[config.mk]
export PLATFORM = sky130hd
export DESIGN_NAME = mon_out_sel
export DESIGN_NICKNAME = d
export VERILOG_FILES = /design/src/rtl/mon_pkg.sv /design/src/rtl/decade_divider.sv /design/src/rtl/mon_regs.sv /design/src/rtl/mon_chan.sv /design/src/rtl/mon_out_sel.sv
export SDC_FILE = /design/constraint.sdc
export NUM_CORES = 1
export LEC_CHECK = 0
export BUFFER_PORTS_ARGS = -buffer_cell sky130_fd_sc_hd__buf_2
export CAP_MARGIN = 15
export CORE_ASPECT_RATIO = 0.5
export CORE_MARGIN = 3
export CORE_UTILIZATION = 35
export CTS_CLUSTER_SIZE = 25
export DETAILED_ROUTE_END_ITERATION = 7
export SYNTH_ARGS = -nofsm -noshare
export SYNTH_HDL_FRONTEND = slang
export SYNTH_SLANG_ARGS = --single-unit
export TNS_END_PERCENT = 10
[constraint.sdc]
create_clock -name clk -period 2.2 [get_ports clk]
set_input_delay 0.22 -clock clk [delete_from_list [all_inputs] [get_ports clk]]
set_output_delay 0.22 -clock clk [all_outputs]
set_load 0.01 [all_outputs]
[src/rtl/mon_pkg.sv]
package mon_pkg;
    // Code map of the 64-entry source space; offsets are decoded by the mux.
    localparam int CODE_PORT = 0;
    localparam int N_PORT    = 24;
    localparam int CODE_EXT  = 24;
    localparam int N_EXT     = 4;
    localparam int CODE_DBG  = 28;
    localparam int N_DBG     = 4;
    localparam int CODE_DIV  = 32;
    localparam int CODE_TS   = 37;
    localparam int CODE_AND  = 40;
    localparam int N_AND     = 2;
    localparam int CODE_MULT = 48;
    localparam int N_MULT    = 8;
    localparam int CODE_OR   = 56;
    localparam int N_OR      = 8;
    localparam int TS_W      = 3;
endpackage

[src/rtl/decade_divider.sv]
module decade_divider #(
    parameter int STAGES = 5,
    parameter int RATIO  = 10
) (
    input  logic              clk,
    input  logic              rst_n,
    output logic [STAGES-1:0] clk_out
);
    localparam int CW   = $clog2(RATIO);
    localparam int HALF = RATIO / 2;

    logic [CW-1:0]     cnt_q [STAGES];
    logic [STAGES-1:0] adv;

    for (genvar k = 0; k < STAGES; k++) begin : g_stage
        if (k == 0) begin : g_first
            assign adv[k] = 1'b1;
        end else begin : g_next
            assign adv[k] = adv[k-1] && (cnt_q[k-1] == CW'(RATIO - 1));
        end

        always_ff @(posedge clk or negedge rst_n) begin
            if (!rst_n) begin
                cnt_q[k] <= '0;
            end else if (adv[k]) begin
                cnt_q[k] <= (cnt_q[k] == CW'(RATIO - 1)) ? '0 : cnt_q[k] + 1'b1;
            end
        end

        assign clk_out[k] = (cnt_q[k] < CW'(HALF));
    end
endmodule

[src/rtl/mon_regs.sv]
module mon_regs #(
    parameter int NUM_OUT = 4,
    parameter int SEL_W   = 6,
    parameter int AW      = 3,
    parameter int TS_W    = 3
) (
    input  logic                     clk,
    input  logic                     rst_n,
    input  logic                     we,
    input  logic [AW-1:0]            addr,
    input  logic [SEL_W-1:0]         wdata,
    output logic [SEL_W-1:0]         rdata,
    output logic [NUM_OUT*SEL_W-1:0] sel_flat,
    output logic [TS_W-1:0]          ts_sel
);
    localparam logic [AW-1:0] TS_ADDR = AW'(NUM_OUT);

    logic [SEL_W-1:0] sel_q [NUM_OUT];
    logic [TS_W-1:0]  ts_q;

    for (genvar i = 0; i < NUM_OUT; i++) begin : g_sel
        always_ff @(posedge clk or negedge rst_n) begin
            if (!rst_n) begin
                sel_q[i] <= '0;
            end else if (we && addr == AW'(i)) begin
                sel_q[i] <= wdata;
            end
        end
        assign sel_flat[i*SEL_W +: SEL_W] = sel_q[i];
    end

    always_ff @(posedge clk or negedge rst_n) begin
        if (!rst_n) begin
            ts_q <= '0;
        end else if (we && addr == TS_ADDR) begin
            ts_q <= wdata[TS_W-1:0];
        end
    end

    assign ts_sel = ts_q;

    always_comb begin
        rdata = '0;
        for (int i = 0; i < NUM_OUT; i++) begin
            if (addr == AW'(i)) rdata = sel_q[i];
        end
        if (addr == TS_ADDR) rdata = {{(SEL_W-TS_W){1'b0}}, ts_q};
    end
endmodule

[src/rtl/mon_chan.sv]
module mon_chan #(
    parameter int SEL_W = 6
) (
    input  logic                  clk,
    input  logic                  rst_n,
    input  logic [2**SEL_W-1:0]   src,
    input  logic [SEL_W-1:0]      sel,
    output logic                  out_q
);
    always_ff @(posedge clk or negedge rst_n) begin
        if (!rst_n) out_q <= 1'b0;
        else        out_q <= src[sel];
    end
endmodule

[src/rtl/mon_out_sel.sv]
module mon_out_sel
    import mon_pkg::*;
#(
    parameter int NUM_OUT    = 4,
    parameter int SEL_W      = 6,
    parameter int AW         = 3,
    parameter int DIV_STAGES = 5,
    parameter int DIV_RATIO  = 10
) (
    input  logic               clk,
    input  logic               rst_n,
    input  logic               reg_we,
    input  logic [AW-1:0]      reg_addr,
    input  logic [SEL_W-1:0]   reg_wdata,
    output logic [SEL_W-1:0]   reg_rdata,
    input  logic [N_PORT-1:0]  port_mult,
    input  logic [N_EXT-1:0]   ext_in,
    input  logic [N_DBG-1:0]   dbg_in,
    input  logic [N_AND-1:0]   and_res,
    input  logic [N_MULT-1:0]  mult_res,
    input  logic [N_OR-1:0]    or_res,
    output logic [NUM_OUT-1:0] mon_out,
    output logic               run_inhibit
);
    localparam int NSRC = 2 ** SEL_W;

    logic [NUM_OUT*SEL_W-1:0] sel_flat;
    logic [TS_W-1:0]          ts_sel;
    logic [DIV_STAGES-1:0]    div_clk;
    logic                     ts_clk;
    logic [NSRC-1:0]          src;

    mon_regs #(.NUM_OUT(NUM_OUT), .SEL_W(SEL_W), .AW(AW), .TS_W(TS_W)) u_regs (
        .clk(clk), .rst_n(rst_n), .we(reg_we), .addr(reg_addr),
        .wdata(reg_wdata), .rdata(reg_rdata), .sel_flat(sel_flat), .ts_sel(ts_sel)
    );

    decade_divider #(.STAGES(DIV_STAGES), .RATIO(DIV_RATIO)) u_div (
        .clk(clk), .rst_n(rst_n), .clk_out(div_clk)
    );

    // Out-of-range timestamp selects fall back to the fastest rung.
    always_comb begin
        ts_clk = div_clk[0];
        for (int k = 0; k < DIV_STAGES; k++) begin
            if (ts_sel == TS_W'(k)) ts_clk = div_clk[k];
        end
    end

    always_comb begin
        src = '0;
        src[CODE_PORT +: N_PORT]    = port_mult;
        src[CODE_EXT  +: N_EXT]     = ext_in;
        src[CODE_DBG  +: N_DBG]     = dbg_in;
        src[CODE_DIV  +: DIV_STAGES] = div_clk;
        src[CODE_TS]                = ts_clk;
        src[CODE_AND  +: N_AND]     = and_res;
        src[CODE_MULT +: N_MULT]    = mult_res;
        src[CODE_OR   +: N_OR]      = or_res;
    end

    for (genvar i = 0; i < NUM_OUT; i++) begin : g_out
        mon_chan #(.SEL_W(SEL_W)) u_chan (
            .clk(clk), .rst_n(rst_n), .src(src),
            .sel(sel_flat[i*SEL_W +: SEL_W]), .out_q(mon_out[i])
        );
    end

    always_ff @(posedge clk or negedge rst_n) begin
        if (!rst_n) run_inhibit <= 1'b0;
        else        run_inhibit <= ext_in[N_EXT-1];
    end
endmodule

==> metrics, run 1 <==
status=complete, no violations; Slew Limit Fails=0; clk_lat worst skew=290 ps; Met1 Wirelength=6140 µm; Tcrit/Tclk final=0.947; largest net degree at the start of global routing=24; hold buffers post-CTS=1; CTS HTree Levels=2; class of the worst hold path=in2reg; count of fill cells added during filler insertion=1176; fin util=0.432; Clk network pwr share=0.204; share of cells above drive strength 1=0.384; WP data required=2370 ps; synthesized cell area=4600 µm²; maxcap violations=0; NetSw=1.50 mW; Post-synth EDFFs=0; sequential share of power=0.348; fmax=480 MHz; crit path DAT=2250 ps; Unique masters post-synth=60; R2R depth=6; Comb pwr share=0.448; CTS Buffer Depth=2; Final min period=2080 ps; Pleak=2.17 nW; post-route cell area=5330 µm²; vias in the first global route=3731; Slew @ Worst Pin=666 ps; area of the core=12300 µm²; top post-synthesis cells by area=dfrtp_1 28%, mux4_2 23%, mux2i_1 8.5%; average wire per standard cell=20.6 µm; non-filler cells, final=649; CP startpoint kind=flop; Mapped Nets=479; number of antenna violations at the first check in global routing=0; VDD IR-drop max=0.355 mV; global route overflow=0; CTS tree=yes; Post-synth top flop=dfrtp_1; clock sink total=52; Hold Violations, Final=0; Initial DRT Pass Iterations=5; row count=28; Syn Inst Count=417; die height=87.1 µm; cts repair resizes=0; clock buffer count from CTS=5; Internal=2.51 mW; hold path depth=1; crit path capture type=flop; total power=4.01 mW; final setup TNS=0 ps; initial drt markers=408; final setup vio count=0; final net count=545; total global-route track usage=0.184; Die X-Extent=168 µm; Final GP Congestion=0.899; DR WL met3=1160 µm; Layout area overhead=15.7%; CP Depth=6; critical path class=reg2reg; Highest Signal Layer=met4; # diodes=0; crit-path max FO=15; Worst-path clk slew=80 ps; RSZ-0062 raised after global routing=no; placed cell count=640; die area=14700 µm²; detailed placement HPWL=10200 µm; via count=3890; Syn Area/Cell=11.0 µm²; multi-input logic area=3040 µm²; # Post-CTS Setup Buffers=0; Worst Path Buf+Inv=1; Ys Warns=0; Initial Util=0.373; Async SR Flop Fraction=1.00; Synth area leader=dfrtp_1; post-synthesis sequential area ratio=0.283; Antenna Violating Nets Remaining=0; # IOs=73; Sw Ratio=0.374; Port Buffers=72; final setup skew=9.78 ps; FF+latch area=1300 µm²; met2 WL post-DR=5810 µm; CP max stage delay=530 ps; CP delay by family, top=compound AO/OA/AOI/OAI gates; Placed Instance Area=5160 µm²; critical-path cell list=buf_12, mux4_2, a211oi_1, a21oi_1, o21ai_0, o21ai_1; relative slew slack=0.556; CP max stage cell=mux4_2; vias per std cell=5.99; Remaining DRCs=0; first-pass GRT wire length=21200 µm; Power per Cell Area=753 nW/µm²; aggregate routed wire length=13400 µm; FF+latch count, synth=52; clk root buf=clkbuf_16; share of the synthesized area in the top cell type=0.283
==> power groups by stage <==
| stage | logic, mW | registers, mW | clock network, mW |
|---|---|---|---|
| 2_1_floorplan | 1.44 | 1.19 | 0 |
| 3_3_place_gp | 1.78 | 1.41 | 0 |
| 3_5_place_dp | 1.78 | 1.41 | 0 |
| 4_1_cts | 1.80 | 1.39 | 0.832 |
| 5_1_grt | 1.93 | 1.42 | 0.880 |
| 6_report | 1.80 | 1.40 | 0.818 |
==> cells in the mapped netlist (3+ instances only) <==
cell      count
buf_4         7
nor4_1        3
o21ai_0      20
nor2b_1      12
o21a_1        3
mux2i_1      39
a31oi_1       3
xnor2_1       7
nor2_1       14
mux2_1        7
clkbuf_1     10
a22o_1        4
inv_1        14
mux4_2       48
a21oi_1       5
nand2_1      35
buf_1         4
a22oi_1       3
a211oi_1      5
a311oi_1      4
buf_2        13
nand3_1      13
nor3_1       10
mux2_2       23
nand4_1       3
nor3b_1       4
o21ai_1       8
dfrtp_1      52
==> worst paths after layout <==
kind                                                  from                              end  slack [ps]
max in group asynchronous                            rst_n   u_regs.sel_flat[1]$_DFFE_PN0P_        1160
min in group asynchronous                            rst_n      u_div.cnt_q[11]$_DFFE_PN0P_         400
min                                              ext_in[3]            run_inhibit$_DFF_PN0_         100
min reg2reg                     u_div.cnt_q[4]$_DFFE_PN0P_       u_div.cnt_q[4]$_DFFE_PN0P_         510
max reg2reg                u_regs.sel_flat[18]$_DFFE_PN0P_  g_out[3].u_chan.out_q$_DFF_PN0_         120
max                        u_regs.sel_flat[18]$_DFFE_PN0P_  g_out[3].u_chan.out_q$_DFF_PN0_         120
==> metal layers <==
layer / vias to the layer above / track usage
li1: 1755 / -
met1: 1924 / 0.269
met2: 186 / 0.278
met3: 25 / 0.0376
met4: 0 / 0.0520
met5: - / 0
==> placed cells by master, fill, tap and decap left out, types with 3 or more instances in the layout <==
cell / netlist / layout
buf_2: 13 / 72
dfrtp_1: 52 / 52
mux4_2: 48 / 48
mux2i_1: 39 / 39
nand2_1: 35 / 35
mux2_2: 23 / 23
buf_4: 7 / 21
o21ai_0: 20 / 20
inv_1: 14 / 14
nor2_1: 14 / 14
nand3_1: 13 / 13
nor2b_1: 12 / 12
nor3_1: 10 / 10
o21ai_1: 8 / 8
mux2_1: 7 / 7
xnor2_1: 7 / 7
a211oi_1: 5 / 5
a21oi_1: 5 / 5
clkbuf_16: 0 / 5
a22o_1: 4 / 4
a311oi_1: 4 / 4
nor3b_1: 4 / 4
o21a_1: 3 / 3
nand4_1: 3 / 3
a22oi_1: 3 / 3
nor4_1: 3 / 3
a31oi_1: 3 / 3
==> flip-flops by register name, indices dropped and copies added, names as in the netlist <==
register,count
run_inhibit,1
g_out.u_chan.out_q,4
u_div.cnt_q,20
u_regs.ts_sel,3
u_regs.sel_flat,24
==> metrics by stage <==
stage | hold slack, ps | worst slack (ps)
4_1_cts | 96.6 | 117
3_3_place_gp | 196 | 190
6_report | 105 | 117
3_5_place_dp | 196 | 157
5_1_grt | 101 | 29.2
2_1_floorplan | -75.6 | 368
==> cell type report <==
class,instances,share of cell area
timing repair buffer,96,0.107
inverter,14,0.00987
tap,165,0.0388
clock inverter,2,0.00282
clock buffer,6,0.0261
sequential,52,0.244
multi-input combinational,314,0.571
==> logic make-up after synthesis <==
kind of cell | Yosys count | share of synthesized area
xor+xnor | 9 | 0.0171
buf+inv | 51 | 0.0565
flops | 52 | 0.283
mux | 117 | 0.393
compound gates | 71 | 0.105
simple gates | 117 | 0.146
==> worst register-to-register path: stages, from the launching register on <==
cell and delay [ps]:
dfrtp_1 450, buf_12 200, mux4_2 540, a211oi_1 250, a21oi_1 60, o21ai_0 370
o21ai_1 90
No activity file was read; power rests on OpenSTA's default activity.
==> run 2, diff against run 1 <==
--- a/config.mk
+++ b/config.mk
@@ -5,6 +5,7 @@
 export SDC_FILE = /design/constraint.sdc
 export NUM_CORES = 1
 export LEC_CHECK = 0
+export ABC_AREA = 1
 export BUFFER_PORTS_ARGS = -buffer_cell sky130_fd_sc_hd__buf_2
 export CAP_MARGIN = 15
 export CORE_ASPECT_RATIO = 0.5
==> metrics, run 2 <==
reg-to-reg slack, setup=380 ps; count leader, synth=nand2_1; R2R depth=15; Synth top cells by count=156 x nand2_1, 141 x o21ai_0, 80 x inv_1; Clk network pwr share=0.210; hold path depth=1; die area=14400 µm²; status=complete, no violations; Antenna Violating Nets Remaining=0; global route overflow=0; Slew @ Worst Pin=567 ps; maxcap violations=0; share of the synthesized area in the top cell type=0.288; RSZ-0062 raised after global routing=no; Highest Signal Layer=met4; Syn Area/Cell=6.22 µm²; Internal=2.16 mW; # diodes=0; vias per std cell=5.51; post-synthesis sequential area ratio=0.288; sequential share of power=0.337; row count=28; commonest non-fill, non-tap cell in the layout=nand2_1; final setup skew=8.32 ps; share of cells above drive strength 1=0.138; Met1 Wirelength=7640 µm; synthesized cell area=4520 µm²; FF+latch count, synth=52; vias in the first global route=4617; top post-synthesis cells by area=dfrtp_1 29%, o21ai_0 16%, nand2_1 13%; NetSw=1.65 mW; Remaining DRCs=0; Port Buffers=72; total power=3.80 mW; Sw Ratio=0.433; via count=5177; most frequent cells in the layout=156 x nand2_1, 141 x o21ai_0, 80 x inv_1, 72 x buf_2, 62 x nor2_1; class of the worst hold path=in2reg; fin util=0.429; Die X-Extent=167 µm; first-pass GRT wire length=25300 µm; WP data required=1980 ps; Critical R2R Capture=g_out[2].u_chan.out_q$_DFF_PN0_; initial drt markers=634; met2 WL post-DR=6940 µm; final setup vio count=0; Mapped Nets=789; Tcrit/Tclk final=0.917; Final GP Congestion=0.933; clk root buf=clkbuf_16; Hold Path End=run_inhibit$_DFF_PN0_; hold_sp=ext_in[3]; total global-route track usage=0.219; number of antenna violations at the first check in global routing=0; relative slew slack=0.622; Async SR Flop Fraction=1.00; Slew Limit Fails=0; DR WL met3=1200 µm; largest net degree at the start of global routing=48; Worst-path clk slew=70 ps; # IOs=73; VDD IR-drop max=0.370 mV; non-filler cells, final=940; crit-path max FO=9; CTS HTree Levels=2; Final min period=2020 ps; Initial Util=0.371; final net count=836; area of the core=12200 µm²; Comb pwr share=0.453; cts repair resizes=0; Hold Violations, Final=0; CP startpoint kind=flop; Post-synth top flop=dfrtp_1; r2r startpoint=u_div.cnt_q[17]$_DFF_PN0_; die height=86.4 µm; Post-synth EDFFs=0; Layout area overhead=15.7%; Pleak=2.40 nW; Unique masters post-synth=33; critical path class=reg2out; detailed placement HPWL=12300 µm; clock sink total=52; Synth area leader=dfrtp_1; clk_lat worst skew=290 ps; aggregate routed wire length=16100 µm; Ys Warns=0; crit path capture type=output port; CTS tree=yes; crit path DAT=1800 ps; clock buffer count from CTS=5; fmax=495 MHz; average wire per standard cell=17.1 µm; hold_ws=121 ps; Initial DRT Pass Iterations=6; Syn Inst Count=727; CTS Buffer Depth=2; Power per Cell Area=727 nW/µm²; placed cell count=931; max reg flops=24; final setup TNS=0 ps
run 2: cell count changes after synthesis, moves of 20 or more:
cell      delta
a21oi_1     +54
mux2_2      -23
mux2i_1     -39
nand2_1    +121
clkbuf_1    +26
inv_1       +66
mux4_2      -48
o211ai_1    +29
nor2_1      +48
nand3_1     +20
o21ai_0    +121
run 2: metrics by stage:
step	instance area, µm²	setup WS (ps)
2_1_floorplan	4520	695
3_3_place_gp	5070	464
3_5_place_dp	5070	436
4_1_cts	5230	208
5_1_grt	5230	113
6_report	5230	182
run 2: power by group through the flow:
stage                     Clock, mW  Combinational [mW]  Sequential (mW)
after floorplan                   0                1.20             1.17
after global placement            0                1.67             1.29
after detailed placement          0                1.69             1.29
after CTS                     0.817                1.70             1.27
after global routing          0.851                1.92             1.29
final                         0.798                1.72             1.28
run 2: worst max-delay path by stage:
stage | start | endpoint | depth (start not counted)
3_5_place_dp | reg_addr[2] | reg_rdata[3] | 7
6_report | u_regs.sel_flat[6]$_DFFE_PN0P_ | reg_rdata[0] | 6
2_1_floorplan | u_div.cnt_q[17]$_DFF_PN0_ | u_div.cnt_q[7]$_DFFE_PN0P_ | 11
4_1_cts | u_regs.sel_flat[6]$_DFFE_PN0P_ | reg_rdata[0] | 6
5_1_grt | u_regs.sel_flat[6]$_DFFE_PN0P_ | reg_rdata[0] | 6
3_3_place_gp | reg_addr[2] | reg_rdata[3] | 7
run 2: kinds of logic (layout without fill, tap and decap cells):
family / after synthesis / in the layout / share of synthesized area
compound gates: 264 / 264 / 0.323
simple gates: 272 / 272 / 0.258
buf+inv: 130 / 178 / 0.114
xor+xnor: 9 / 9 / 0.0174
flops: 52 / 52 / 0.288
run 2: routing by layer:
layer  global-route usage  vias to the layer above
met5                    0                        -
met2                0.353                      228
li1                     -                     2557
met4               0.0457                        0
met3               0.0328                       18
met1                0.316                     2374
run 2: final cells by class:
class | count | area [µm²]
clock buffers | 6 | 139
clock inverters | 2 | 13.8
well taps | 165 | 206
inverters | 82 | 309
fillers | 1327 | 6960
flip-flops and latches | 52 | 1300
repair buffers | 88 | 558
multi-input cells | 545 | 2710
run 2: critical path, stage by stage, from the launching register on:
cell and delay, ps:
dfrtp_1 510, inv_1 280, buf_4 230, o22ai_1 90, a21oi_1 130, o211ai_1 100, buf_2 160
run 2: timing repair:
| item | 4_1_cts | 5_1_grt |
|---|---|---|
| setup buffers | 0 | 0 |
| hold buffers | 1 | 0 |
| hold endpoints to repair | 21 | 0 |
==> run 3, diff against run 2 <==
==> constraint.sdc (replaced) <==
create_clock -name clk -period 2.4 [get_ports clk]
set_input_delay 0.24 -clock clk [delete_from_list [all_inputs] [get_ports clk]]
set_output_delay 0.24 -clock clk [all_outputs]
set_load 0.01 [all_outputs]
==> metrics, run 3 (synthesis gave the netlist of run 2 again) <==
Slew Limit Fails=0; die height=86.4 µm; Tcrit/Tclk final=0.875; first-pass GRT wire length=26000 µm; commonest non-fill, non-tap cell in the layout=nand2_1; cts repair resizes=0; final net count=837; initial drt markers=750; WP data required=2160 ps; class of the worst hold path=in2reg; number of antenna violations at the first check in global routing=0; Final min period=2100 ps; Pleak=2.39 nW; hold buffers post-CTS=1; largest net degree at the start of global routing=44; maxcap violations=0; CTS tree=yes; Hold Violations, Final=0; Initial Util=0.371; total global-route track usage=0.224; Slew @ Worst Pin=714 ps; die area=14400 µm²; CTS HTree Levels=2; area of the core=12200 µm²; CP startpoint kind=flop; clock buffer count from CTS=5; crit-path max FO=15; critical path class=reg2out; Worst-path clk slew=70 ps; vias per std cell=5.53; Port Buffers=72; detailed placement HPWL=12400 µm; Remaining DRCs=0; final setup skew=7.26 ps; final setup vio count=0; final setup TNS=0 ps; Layout area overhead=14.5%; via count=5208; # IOs=73; Power per Cell Area=671 nW/µm²; crit path capture type=output port; # diodes=0; clk_lat worst skew=290 ps; fin util=0.425; # Post-CTS Setup Buffers=0; average wire per standard cell=17.5 µm; Final GP Congestion=0.967; clock sink total=52; fmax=476 MHz; aggregate routed wire length=16500 µm; clk root buf=clkbuf_16; status=complete, no violations; count of fill cells added during filler insertion=1302; RSZ-0062 raised after global routing=no; hold_ws=125 ps; global route overflow=0; row count=28; most frequent cells in the layout=156 x nand2_1, 141 x o21ai_0, 80 x inv_1, 72 x buf_2, 62 x nor2_1; total power=3.47 mW; CTS Buffer Depth=2; Die X-Extent=167 µm; relative slew slack=0.521; max reg flops=24; VDD IR-drop max=0.263 mV; vias in the first global route=4573; crit path DAT=1860 ps; multi-input logic area=2710 µm²; share of cells above drive strength 1=0.139; FF+latch area=1300 µm²; Antenna Violating Nets Remaining=0; Initial DRT Pass Iterations=5
-- run 3: where the power goes --
group | internal (mW) | switching, mW | total, mW
Combinational | 0.537 | 0.986 | 1.52
Sequential | 0.993 | 0.211 | 1.20
Clock | 0.418 | 0.329 | 0.747
-- run 3: path summary, 6_finish.rpt --
kind | startpoint | slack [ps] | endpoint | cells past startpoint
worst max register to register | u_regs.sel_flat[13]$_DFFE_PN0P_ | 510 | g_out[2].u_chan.out_q$_DFF_PN0_ | 8
worst min-delay path | ext_in[3] | 130 | run_inhibit$_DFF_PN0_ | 1
max in group asynchronous | rst_n | 1270 | u_regs.sel_flat[21]$_DFFE_PN0P_ | 3
worst max-delay path | u_regs.sel_flat[0]$_DFFE_PN0P_ | 300 | reg_rdata[0] | 5
min in group asynchronous | rst_n | 340 | u_div.cnt_q[7]$_DFFE_PN0P_ | 2
worst min register to register | u_div.cnt_q[14]$_DFFE_PN0N_ | 510 | u_div.cnt_q[14]$_DFFE_PN0N_ | 1
-- run 3: final cells by class --
class / instances / area share
multi-input cells: 545 / 0.522
well taps: 165 / 0.0399
repair buffers: 89 / 0.0971
flip-flops and latches: 52 / 0.251
inverters: 82 / 0.0597
clock inverters: 2 / 0.00266
clock buffers: 6 / 0.0268
-- run 3: per-stage QoR --
step | cell area, µm² | setup slack [ps] | std cells
floorplan | 4520 | 861 | 727
global placement | 5010 | 568 | 932
detailed placement | 5010 | 581 | 932
CTS | 5180 | 308 | 941
global route | 5180 | 169 | 941
finish | 5180 | 301 | 941
-- run 3: worst max-delay path, cell delays in order (launching register included) --
cell      delay (ps)
dfrtp_1          490
inv_1            460
o22ai_1          180
a21oi_1          140
o211ai_1         120
buf_2            180
-- run 3: metal layers --
layer | up-vias | global-route usage | part of all wire
met1 | 2394 | 0.327 | 0.47
met4 | 0 | 0.0382 | 0.011
li1 | 2551 | - | -
met5 | - | 0 | 0
met2 | 248 | 0.364 | 0.44
met3 | 15 | 0.0296 | 0.081
